$ cat config.mk
export PLATFORM = sky130hd
export DESIGN_NAME = lock_monitor
export DESIGN_NICKNAME = d
export VERILOG_FILES = /design/src/rtl/lkmon_pkg.sv /design/src/rtl/lkmon_edge_sync.sv /design/src/rtl/lkmon_skew_meter.sv /design/src/rtl/lkmon_lock_track.sv /design/src/rtl/lock_monitor.sv
export SDC_FILE = /design/constraint.sdc
export NUM_CORES = 1
export LEC_CHECK = 0
export ABC_AREA = 1
export CAP_MARGIN = 20
export CORE_MARGIN = 8
export CORE_UTILIZATION = 45
export CTS_CLUSTER_DIAMETER = 30
export DETAILED_ROUTE_END_ITERATION = 7
export HOLD_SLACK_MARGIN = 0.03
export PLACE_DENSITY = 0.61
export SLEW_MARGIN = 20
export SYNTH_ARGS = -nofsm -noshare
export SYNTH_HDL_FRONTEND = slang
export SYNTH_SLANG_ARGS = --single-unit
export TNS_END_PERCENT = 20
$ cat constraint.sdc
create_clock -name clk -period 1.4 [get_ports clk]
set_input_delay 0.28 -clock clk [delete_from_list [all_inputs] [get_ports clk]]
set_output_delay 0.28 -clock clk [all_outputs]
set_load 0.02 [all_outputs]
$ cat src/rtl/lkmon_pkg.sv
package lkmon_pkg;
   typedef enum logic {
      LEAD_REF = 1'b0,
      LEAD_FB  = 1'b1
   } lead_e;

   localparam int MIN_SYNC_STAGES = 2;
endpackage

$ cat src/rtl/lkmon_edge_sync.sv
module lkmon_edge_sync #(
   parameter int STAGES = 2
) (
   input  logic clk,
   input  logic rst_n,
   input  logic async_i,
   output logic rise_o
);
   generate
      if (STAGES < lkmon_pkg::MIN_SYNC_STAGES) begin : g_bad_stages
         $error("lkmon_edge_sync: STAGES below minimum");
      end
   endgenerate

   logic [STAGES-1:0] chain_q;
   logic              last_q;

   generate
      for (genvar s = 0; s < STAGES; s++) begin : g_stage
         if (s == 0) begin : g_first
            always_ff @(posedge clk or negedge rst_n) begin
               if (!rst_n) chain_q[0] <= 1'b0;
               else        chain_q[0] <= async_i;
            end
         end else begin : g_next
            always_ff @(posedge clk or negedge rst_n) begin
               if (!rst_n) chain_q[s] <= 1'b0;
               else        chain_q[s] <= chain_q[s-1];
            end
         end
      end
   endgenerate

   always_ff @(posedge clk or negedge rst_n) begin
      if (!rst_n) last_q <= 1'b0;
      else        last_q <= chain_q[STAGES-1];
   end

   assign rise_o = chain_q[STAGES-1] & ~last_q;
endmodule

$ cat src/rtl/lkmon_skew_meter.sv
module lkmon_skew_meter
   import lkmon_pkg::*;
#(
   parameter int TIMEOUT_CYC = 64,
   parameter int CNT_W       = $clog2(TIMEOUT_CYC + 1)
) (
   input  logic             clk,
   input  logic             rst_n,
   input  logic             ref_rise_i,
   input  logic             fb_rise_i,
   output logic             done_o,
   output logic [CNT_W-1:0] sep_o,
   output logic             late_o
);
   localparam logic [CNT_W-1:0] AGE_LIMIT = CNT_W'(TIMEOUT_CYC);

   logic             armed_q;
   lead_e            lead_q;
   logic [CNT_W-1:0] age_q;
   logic             other_rise;

   assign other_rise = (lead_q == LEAD_REF) ? fb_rise_i : ref_rise_i;

   always_ff @(posedge clk or negedge rst_n) begin
      if (!rst_n) begin
         armed_q <= 1'b0;
         lead_q  <= LEAD_REF;
         age_q   <= '0;
         done_o  <= 1'b0;
         sep_o   <= '0;
         late_o  <= 1'b0;
      end else begin
         done_o <= 1'b0;
         late_o <= 1'b0;
         if (!armed_q) begin
            if (ref_rise_i && fb_rise_i) begin
               done_o <= 1'b1;
               sep_o  <= '0;
            end else if (ref_rise_i || fb_rise_i) begin
               armed_q <= 1'b1;
               lead_q  <= ref_rise_i ? LEAD_REF : LEAD_FB;
               age_q   <= CNT_W'(1);
            end
         end else if (other_rise) begin
            armed_q <= 1'b0;
            done_o  <= 1'b1;
            sep_o   <= age_q;
         end else if (age_q == AGE_LIMIT) begin
            armed_q <= 1'b0;
            done_o  <= 1'b1;
            late_o  <= 1'b1;
            sep_o   <= age_q;
         end else begin
            age_q <= age_q + CNT_W'(1);
         end
      end
   end

   // an open comparison never runs past the timeout window
   assert_age_bound_R6: assert property (@(posedge clk) disable iff (!rst_n)
      armed_q |-> (age_q <= AGE_LIMIT));
endmodule

$ cat src/rtl/lkmon_lock_track.sv
module lkmon_lock_track #(
   parameter int SET_CYC  = 8,
   parameter int CLR_CYC  = 4,
   parameter int GOOD_RUN = 8,
   parameter int CNT_W    = 7,
   parameter int RUN_W    = $clog2(GOOD_RUN + 1)
) (
   input  logic             clk,
   input  logic             rst_n,
   input  logic             done_i,
   input  logic [CNT_W-1:0] sep_i,
   input  logic             late_i,
   output logic             lost_o,
   output logic             run_full_o
);
   localparam logic [CNT_W-1:0] SET_LIM = CNT_W'(SET_CYC);
   localparam logic [CNT_W-1:0] CLR_LIM = CNT_W'(CLR_CYC);
   localparam logic [RUN_W-1:0] RUN_MAX = RUN_W'(GOOD_RUN);

   logic             lost_q;
   logic [RUN_W-1:0] good_q;
   logic             lost_nxt;

   always_comb begin
      if (late_i || (sep_i > SET_LIM)) lost_nxt = 1'b1;
      else if (sep_i < CLR_LIM)        lost_nxt = 1'b0;
      else                             lost_nxt = lost_q;
   end

   always_ff @(posedge clk or negedge rst_n) begin
      if (!rst_n) begin
         lost_q <= 1'b1;
         good_q <= '0;
      end else if (done_i) begin
         lost_q <= lost_nxt;
         if (lost_nxt)              good_q <= '0;
         else if (good_q != RUN_MAX) good_q <= good_q + RUN_W'(1);
      end
   end

   assign lost_o     = lost_q;
   assign run_full_o = (good_q == RUN_MAX);

   // the flag only moves when a comparison completes
   assert_hold_no_cmp_R5: assert property (@(posedge clk) disable iff (!rst_n)
      !done_i |=> $stable(lost_q));
   // a timed-out comparison reports loss of lock
   assert_late_sets_R6: assert property (@(posedge clk) disable iff (!rst_n)
      (done_i && late_i) |=> lost_q);
   // the run count saturates at its limit
   assert_run_bound_R9: assert property (@(posedge clk) disable iff (!rst_n)
      good_q <= RUN_MAX);
   // no good-comparison run survives while unlocked
   assert_run_clear_R10: assert property (@(posedge clk) disable iff (!rst_n)
      lost_q |-> (good_q == '0));
endmodule

$ cat src/rtl/lock_monitor.sv
module lock_monitor #(
   parameter int SYNC_STAGES = 2,
   parameter int SET_CYC     = 8,
   parameter int CLR_CYC     = 4,
   parameter int TIMEOUT_CYC = 64,
   parameter int GOOD_RUN    = 8
) (
   input  logic clk,
   input  logic rst_n,
   input  logic ref_div_i,
   input  logic fb_div_i,
   input  logic narrow_req_i,
   input  logic init_en_i,
   output logic lock_lost_o,
   output logic bw_narrow_o
);
   localparam int CNT_W  = $clog2(TIMEOUT_CYC + 1);
   localparam int N_CLKS = 2;

   generate
      if (CLR_CYC >= SET_CYC) begin : g_bad_band
         $error("lock_monitor: CLR_CYC must be below SET_CYC");
      end
      if (SET_CYC >= TIMEOUT_CYC) begin : g_bad_timeout
         $error("lock_monitor: TIMEOUT_CYC must exceed SET_CYC");
      end
      if (GOOD_RUN < 1) begin : g_bad_run
         $error("lock_monitor: GOOD_RUN must be at least 1");
      end
   endgenerate

   logic [N_CLKS-1:0] raw_clks;
   logic [N_CLKS-1:0] rises;
   logic              cmp_done;
   logic [CNT_W-1:0]  cmp_sep;
   logic              cmp_late;
   logic              run_full;

   assign raw_clks = {fb_div_i, ref_div_i};

   generate
      for (genvar g = 0; g < N_CLKS; g++) begin : g_sync
         lkmon_edge_sync #(.STAGES(SYNC_STAGES)) u_sync (
            .clk     (clk),
            .rst_n   (rst_n),
            .async_i (raw_clks[g]),
            .rise_o  (rises[g])
         );
      end
   endgenerate

   lkmon_skew_meter #(.TIMEOUT_CYC(TIMEOUT_CYC), .CNT_W(CNT_W)) u_meter (
      .clk        (clk),
      .rst_n      (rst_n),
      .ref_rise_i (rises[0]),
      .fb_rise_i  (rises[1]),
      .done_o     (cmp_done),
      .sep_o      (cmp_sep),
      .late_o     (cmp_late)
   );

   lkmon_lock_track #(
      .SET_CYC(SET_CYC), .CLR_CYC(CLR_CYC), .GOOD_RUN(GOOD_RUN), .CNT_W(CNT_W)
   ) u_track (
      .clk        (clk),
      .rst_n      (rst_n),
      .done_i     (cmp_done),
      .sep_i      (cmp_sep),
      .late_i     (cmp_late),
      .lost_o     (lock_lost_o),
      .run_full_o (run_full)
   );

   assign bw_narrow_o = init_en_i & narrow_req_i & run_full & ~lock_lost_o;

   // a far comparison drops narrow bandwidth on the very next cycle
   assert_far_drops_narrow_R10: assert property (@(posedge clk) disable iff (!rst_n)
      (cmp_done && (cmp_late || (cmp_sep > CNT_W'(SET_CYC)))) |=> !bw_narrow_o);
   // a far comparison raises the loss-of-lock flag
   assert_far_sets_lost_R3: assert property (@(posedge clk) disable iff (!rst_n)
      (cmp_done && (cmp_sep > CNT_W'(SET_CYC))) |=> lock_lost_o);
endmodule

== Word-level counts from Yosys, hierarchy flattened ==
Cells that the tools add are included.
Storage, ports and cells
  output and inout port bits: 2
  word-level logic and storage cells: 71
  input port bits: 6
  flip-flop bits (word level): 29
Cells by class
  mux-type cells: 26
  order comparisons: 2
  equality and inequality tests: 7
  reduce and logical (&&, ||, !) cells: 10
  add/subtract/negate cells: 2
  bitwise logic cells: 10
Operators with widths (count)
  two-way mux 7 bit: 9
  two-way mux 1 bit: 15
  two-way mux 4 bit: 2
  adder 7 x 1 -> 7 bit, second input constant: 1
  equality test 7 bit, second input constant: 1
  > comparator 7 x 4 -> 1 bit, second input constant: 1
  less-than comparator 7 x 3 -> 1 bit, second input constant: 1
  nonzero test 2 bit: 3
  bitwise AND 1 bit: 5
  inverter 1 bit: 5
  adder 4 x 1 -> 4 bit, second input constant: 1
  equality test 4 bit, second input constant: 1
  inequality test 2 bit, second input constant: 2
  inequality test 4 bit, second input constant: 1
  AND reduction 2 bit: 2
  AND reduction 4 bit: 1
  inequality test 3 bit, second input constant: 1
  AND reduction 3 bit: 1
  logical OR 1 bit: 2
  inequality test 2 x 1 -> 1 bit, second input constant: 1
  logical AND 1 bit: 1

== Depth between registers and ports, before layout ==
Gate-level depths: netlist of the first run.
  word-level depth: 6
  mapped depth: 10
  mapped depth without buffers: 10

== Cells and area by module ==
A second synthesis of the first run with hierarchy kept.
Second synthesis, totals
  cell total of the unflattened synthesis: 168
  area total of the unflattened synthesis: 1437.6 sq um
By module, submodules not included
  lkmon_skew_meter: sequential area each 450.4 sq um, cells an instance 110, times used 1, area an instance 927.1 sq um
  lkmon_lock_track: sequential area each 126.4 sq um, cells an instance 44, times used 1, area an instance 322.8 sq um
  lkmon_edge_sync: sequential area each 75.1 sq um, cells an instance 5, times used 2, area an instance 85.1 sq um
  lock_monitor: sequential area each 0.0 sq um, cells an instance 4, times used 1, area an instance 17.5 sq um

== Worst setup path before layout of the first run ==
OpenSTA, ideal clock, no wires.
  path type: register to output
  from: reg u_track.good_q[0]
  to: out bw_narrow_o
  buffers on the path: 0
  arrival: 1.109 ns
  data required time: 1.120 ns
  cell stages (with the launch flop): 7
  setup slack: 0.011 ns
  cells stage by stage: dfrtp_1 -> inv_1 -> ha_1 -> nand2_1 -> nor2_1 -> inv_1 -> nor2_1
Between the ends
  word-level cells in the longest chain between the ends: 3
Ends and longest elaborated chain
  start, declared: RTL line lkmon_lock_track.sv:21  | logic [RUN_W-1:0] good_q;
  start signal, assigned: RTL line lkmon_lock_track.sv:37  | else if (good_q != RUN_MAX) good_q <= good_q + RUN_W'(1);
  equality test 4 bit: RTL line lkmon_lock_track.sv:42  | assign run_full_o = (good_q == RUN_MAX);
  bitwise AND 1 bit (2 in series): RTL line lock_monitor.sv:74  | assign bw_narrow_o = init_en_i & narrow_req_i & run_full & ~lock_lost_o;
  end, declared: RTL line lock_monitor.sv:15  | output logic bw_narrow_o
No other way between the ends.

== Worst setup path in the final report of the first run ==
Ends and elaborated chain as after synthesis.

==> impl_metrics.env, run 1 <==
export IMPL_synthCells=187
export IMPL_tightest_slew_ps=287.3
export IMPL_dieWidth_um=73.69
export IMPL_setup_tns_ps=-220.3
export IMPL_avgSynthCellArea_sq_um=8.009
export IMPL_dr_pass1_iters=4
export IMPL_outcome="complete, but fails checks"
export IMPL_synth_area_leaders="dfrtp_1, nand2_1, nand3_1"
export IMPL_insertion_delay_ps=320
export IMPL_ys_ff_latch=29
export IMPL_finalSetupViolCount=1
export IMPL_synth_cell_type_count=24
export IMPL_skew_ps=8.303
export IMPL_fin_ws_ps=-220.3
export IMPL_fp_dieH_um=73.69
export IMPL_worstPathRequired_ps=1120
export IMPL_syn_cell_area_sq_mm=0.001498
export IMPL_synthSimpleGateAreaFrac_pct=36.09
export IMPL_grtUsageTotal_pct=13.13
export IMPL_synth_edff_count=0
export IMPL_ys_seq_area_share_pct=48.54
export IMPL_dpl_hpwl_mm=2.282
export IMPL_grt_pass1_wl_mm=5.520
export IMPL_synth_compound_area_share_pct=2.089
export IMPL_synthToLayoutAreaGrowth_pct=34.59
export IMPL_max_slew_margin_pct=80.84
export IMPL_ioPinCount=8
export IMPL_rsz0062_at_grt="true"
export IMPL_synthTopCellsByCount="nand2_1, dfrtp_1, nor2_1"
export IMPL_clock_sinks=29
export IMPL_clk_pin_slew_worst_paths_ps=90
export IMPL_antenna_left=0
export IMPL_drv_slew=0
export IMPL_finalWirelength_mm=3.220
export IMPL_yosysMostFrequentCell="nand2_1"
export IMPL_final_nets=235
export IMPL_antennaDiodeCount=0
export IMPL_layout_drive_gt1_share_pct=31.70
export IMPL_cts_root_buf="clkbuf_4"
export IMPL_synth_xor_area_share_pct=1.754
export IMPL_place_port_buffers=7
export IMPL_timing_final_crit_share_pct=115.7
export IMPL_start_kind="flop"
export IMPL_synthAdderAreaFrac_pct=5.013
export IMPL_hold_viol=0
export IMPL_finish_utilization_pct=61.87
export IMPL_viasPerCell=4.844
export IMPL_fmax_mhz=617.2
export IMPL_p_leak_uw=0.001021
export IMPL_h_tree_depth=2
export IMPL_wl_per_cell_um=11.93
export IMPL_grt_max_degree=30
export IMPL_clock_path_buffers=2
export IMPL_dieArea_sq_mm=0.005430
export IMPL_critPathArrivalTime_ps=1340
export IMPL_endpoint_kind="output port"
export IMPL_vias=1308
export IMPL_gp_congestion=0.8662
export IMPL_rows=21
export IMPL_grt_pass1_vias=1314
export IMPL_antenna_found_initial=0
export IMPL_irDropWorstVdd_uv=629.8
export IMPL_cts_hold_buffers_added=0
export IMPL_initial_utilization_pct=45.97
export IMPL_drc=0
export IMPL_synth_top_family_by_area="simple AND/OR/NAND/NOR gates"
export IMPL_core_area_sq_mm=0.003258
export IMPL_drtIter0Drc=63
export IMPL_yosys_area_top_type_share_pct=46.78
export IMPL_crit_type="reg2out"
export IMPL_synth_async_sr_flop_share_pct=100.0
export IMPL_hold_class="in2async"
export IMPL_synthMuxAreaShare_pct=0
export IMPL_yosysTopAreaCell="dfrtp_1"
export IMPL_worstPathMaxFanout=2
export IMPL_drv_cap=0
export IMPL_syn_num_nets=199
export IMPL_cts_tree="built"
export IMPL_failed_checks="setup timing"
export IMPL_power_density_mw_per_mm2=1763
export IMPL_ys_flop_type="dfrtp_1"
export IMPL_ys_warn_count=0
export IMPL_cts_buffers=5
export IMPL_grt_overflow_total=0
export IMPL_min_period_ps=1620
## final timing paths
kind | start | endpoint | slack [ps] | cells after the start
setup / recovery | u_track.good_q[0] | bw_narrow_o | -220 | 7
max in group asynchronous | rst_n | u_track.lost_o | 850 | 2
min in group clk | g_sync[0].u_sync.chain_q[0] | g_sync[0].u_sync.chain_q[1] | 360 | 0
setup reg to reg | u_meter.age_q[1] | u_meter.sep_o[2] | 10 | 9
hold / removal | rst_n | g_sync[1].u_sync.last_q | 320 | 2
hold reg to reg | g_sync[0].u_sync.chain_q[0] | g_sync[0].u_sync.chain_q[1] | 360 | 0
## per-stage QoR
| stage | total power (uW) | worst slack, ps | instances | instance area [sq um] | hold slack, ps |
|---|---|---|---|---|---|
| 2_1_floorplan | 2080 | 10.81 | 187 | 1498 | -15.59 |
| 3_3_place_gp | 2496 | -393.7 | 258 | 1769 | 332.1 |
| 3_5_place_dp | 2570 | -416.9 | 258 | 1769 | 335.5 |
| 4_1_cts | 3444 | -269.0 | 272 | 1942 | 311.1 |
| 5_1_grt | 3835 | -304.3 | 270 | 2016 | 301.1 |
| 6_report | 3554 | -220.3 | 270 | 2016 | 318.0 |
## cell families after synthesis
| logic type | Yosys count |
|---|---|
| flops | 29 |
| buf+inv | 23 |
| fa+ha+maj | 6 |
| simple gates | 121 |
| compound gates | 5 |
| xor+xnor | 3 |
## worst max-delay path: stages, from the launching register on
cell and delay, ps:
dfrtp_1 400, inv_2 80, ha_4 130, nand2_4 50
nor2_4 90, inv_2 40, nor2_1 80, buf_4 150
## cells in the final DEF (no fill, tap or decap), types with 2 or more instances in the layout
| master | count |
|---|---|
| clkbuf_4 | 5 |
| ha_2 | 2 |
| nor2_4 | 3 |
| nand3_4 | 2 |
| nand2_2 | 8 |
| nand2_4 | 7 |
| ha_1 | 2 |
| dfrtp_1 | 28 |
| nand3_1 | 17 |
| o21ai_0 | 2 |
| inv_1 | 16 |
| ha_4 | 2 |
| clkdlybuf4s50_1 | 5 |
| buf_4 | 23 |
| nor2_1 | 15 |
| inv_2 | 5 |
| nand4_1 | 3 |
| nor2_2 | 4 |
| xnor2_1 | 2 |
| nand2_1 | 58 |
## power by group
| group | internal, uW | switching (uW) | leakage [uW] | total (uW) |
|---|---|---|---|---|
| clock | 426 | 284 | 0.0000455 | 710 |
| sequential | 1050 | 200 | 0.000368 | 1250 |
| combinational | 690 | 907 | 0.000607 | 1600 |
## state kept, by name, summed over array words and instances (netlist names), 2 cells and up
register               cells
u_meter.age_q              7
g_sync.u_sync.chain_q      4
u_meter.sep_o              7
u_track.good_q             4
g_sync.u_sync.last_q       2
## metal layers
metal  part of all wire [%]  track usage, %  up-vias
met5                      0               0        -
met4                    2.7           7.095        0
met3                    5.0           4.502       10
met2                     50           21.26       25
met1                     42           14.75      619
li1                       -               -      654
## repair_timing
action                                  in CTS  in global routing
gates resized for setup                     23                 25
endpoints found under the setup margin      16                 21
setup buffers                                6                  3
pin swaps                                    4                  7
## layout make-up
type | count | area [sq um]
fill | 303 | 1242
multi-input combinational | 135 | 808.3
sequential | 29 | 726.9
timing repair buffer | 31 | 259.0
inverter | 21 | 78.83
tap | 46 | 57.56
clock buffer | 7 | 55.05
clock inverter | 1 | 30.03
No activity file was read; power rests on OpenSTA's default activity.
==> run 2: changes to the inputs <==
- CTS_CLUSTER_DIAMETER: 30 -> not set
==> results of run 2 <==
Same layout as run 1: the final DEF is identical, and so are final timing and power.
==> run 3: changes to the inputs <==
- TNS_END_PERCENT: 20 -> 1
==> impl_metrics.env, run 3 (synthesis results as in run 1) <==
export IMPL_dr_max_layer_used="met4"
export IMPL_finish_utilization_pct=61.21
export IMPL_skew_ps=8.076
export IMPL_hold_class="in2async"
export IMPL_start_kind="flop"
export IMPL_p_leak_uw=0.001029
export IMPL_cts_tree="built"
export IMPL_mostFrequentLayoutCell="nand2_1"
export IMPL_grt_max_degree=30
export IMPL_outcome="complete, but fails checks"
export IMPL_worstPathRequired_ps=1120
export IMPL_critPathArrivalTime_ps=1340
export IMPL_layout_common_cells="nand2_1, dfrtp_1, buf_4"
export IMPL_ioPinCount=8
export IMPL_finalWirelength_mm=3.240
export IMPL_worstPathMaxFanout=2
export IMPL_grt_pass1_vias=1314
export IMPL_final_seq_area_sq_um=726.9
export IMPL_multiInputGateArea_sq_um=768.2
export IMPL_power_density_mw_per_mm2=1754
export IMPL_layout_drive_gt1_share_pct=29.52
export IMPL_crit_path_cell_trace="inv_2, ha_4, nand2_4, nor2_4, inv_2, nor2_1, buf_4"
export IMPL_grt_overflow_total=0
export IMPL_slowest_stage="dfrtp_1"
export IMPL_fp_dieH_um=73.69
export IMPL_cts_buffers=5
export IMPL_grtUsageTotal_pct=13.13
export IMPL_clock_path_buffers=2
export IMPL_cts_root_buf="clkbuf_4"
export IMPL_h_tree_depth=2
export IMPL_design_power_total_uw=3497
export IMPL_clock_sinks=29
export IMPL_antenna_left=0
export IMPL_timing_rr_start="u_track.good_q[0]"
export IMPL_crit_type="reg2out"
export IMPL_critPathMostFrequentCell="inv_2"
export IMPL_failed_checks="setup timing"
export IMPL_finalSetupViolCount=4
export IMPL_initial_utilization_pct=45.97
export IMPL_irDropWorstVdd_uv=631.3
export IMPL_rsz0062_at_grt="true"
export IMPL_tightest_slew_ps=287.4
export IMPL_drv_slew=0
export IMPL_wl_per_cell_um=11.87
export IMPL_fmax_mhz=617.9
export IMPL_vias=1303
export IMPL_max_stage_delay_ps=400
export IMPL_gp_congestion=0.8662
export IMPL_core_area_sq_mm=0.003258
export IMPL_wl_met3_um=138
export IMPL_met1_length_mm=1.391
export IMPL_antenna_found_initial=0
export IMPL_synthToLayoutAreaGrowth_pct=33.17
export IMPL_dieArea_sq_mm=0.005430
export IMPL_final_nets=238
export IMPL_viasPerCell=4.773
export IMPL_drc=0
export IMPL_setup_tns_ps=-651.5
export IMPL_place_port_buffers=7
export IMPL_min_period_ps=1618
export IMPL_dieWidth_um=73.69
export IMPL_max_slew_margin_pct=80.84
export IMPL_dpl_hpwl_mm=2.282
export IMPL_timing_final_crit_share_pct=115.6
export IMPL_rows=21
export IMPL_drv_cap=0
export IMPL_hold_viol=0
export IMPL_antennaDiodeCount=0
export IMPL_fill_cells=309
export IMPL_dr_pass1_iters=4
export IMPL_drtIter0Drc=58
export IMPL_fin_ws_ps=-218.3
export IMPL_cp_startpoint="u_track.good_q[0]"
export IMPL_grt_pass1_wl_mm=5.520
export IMPL_clk_pin_slew_worst_paths_ps=90
export IMPL_met2WireLength_mm=1.622
export IMPL_reg_top3="u_meter.age_q (7), u_meter.sep_o (7)"
export IMPL_endpoint_kind="output port"
export IMPL_cts_hold_buffers_added=0
export IMPL_insertion_delay_ps=320
run 3: changes by cell type in the layout (fill, tap and decap cells not counted), sizes merged:
| cell | delta |
|---|---|
| buf | +3 |
run 3: path summary, 6_finish.rpt:
kind                                               end  slack, ps  cells after the start
hold reg to reg            g_sync[0].u_sync.chain_q[1]        360                      0
setup / recovery                           bw_narrow_o       -220                      7
hold / removal                        u_meter.sep_o[4]        320                      2
min in group clk           g_sync[0].u_sync.chain_q[1]        360                      0
max in group asynchronous               u_track.lost_o        850                      2
setup reg to reg                     u_track.good_q[0]       -180                     12
run 3: stage by stage:
step | instances | instance area, sq um | setup slack (ps) | hold slack [ps]
finish | 273 | 1994 | -218.3 | 318.2
global route | 273 | 1994 | -313.3 | 301.1
detailed placement | 258 | 1769 | -416.9 | 335.5
floorplan | 187 | 1498 | 10.81 | -15.59
global placement | 258 | 1769 | -393.7 | 332.1
CTS | 272 | 1942 | -269.0 | 311.1
run 3: worst max-delay path: cells and delay by family, from the launching register on:
family                   cells  cell delay, ps
flip-flops                   1             400
buffers and inverters        3             260
adder cells (fa/ha/maj)      1             130
AND/OR/NAND/NOR              3             220
run 3: area by class of cell:
cell class	count	share of cell area, %
tap	46	2.886
inverter	21	3.952
clock buffer	7	2.760
multi-input combinational	135	38.52
sequential	29	36.45
clock inverter	1	1.506
timing repair buffer	34	13.93
run 3: metal layers:
metal | GRT usage [%] | up-vias
met5 | 0 | -
met4 | 7.095 | 0
met3 | 4.502 | 10
met2 | 21.26 | 19
met1 | 14.75 | 615
li1 | - | 659
run 3: where the power goes:
part / leakage [uW] / internal [uW] / total (uW) / switching [uW]
clock: 0.0000455 / 426 / 710 / 284
combinational: 0.000615 / 672 / 1550 / 882
sequential: 0.000368 / 1050 / 1230 / 186
run 3: what timing repair did:
action                     4_1_cts  5_1_grt
setup endpoints to repair       16       21
gates cloned                     0        0
pin swaps                        4        4
buffers inserted                 6        1
gates resized for setup         23       13
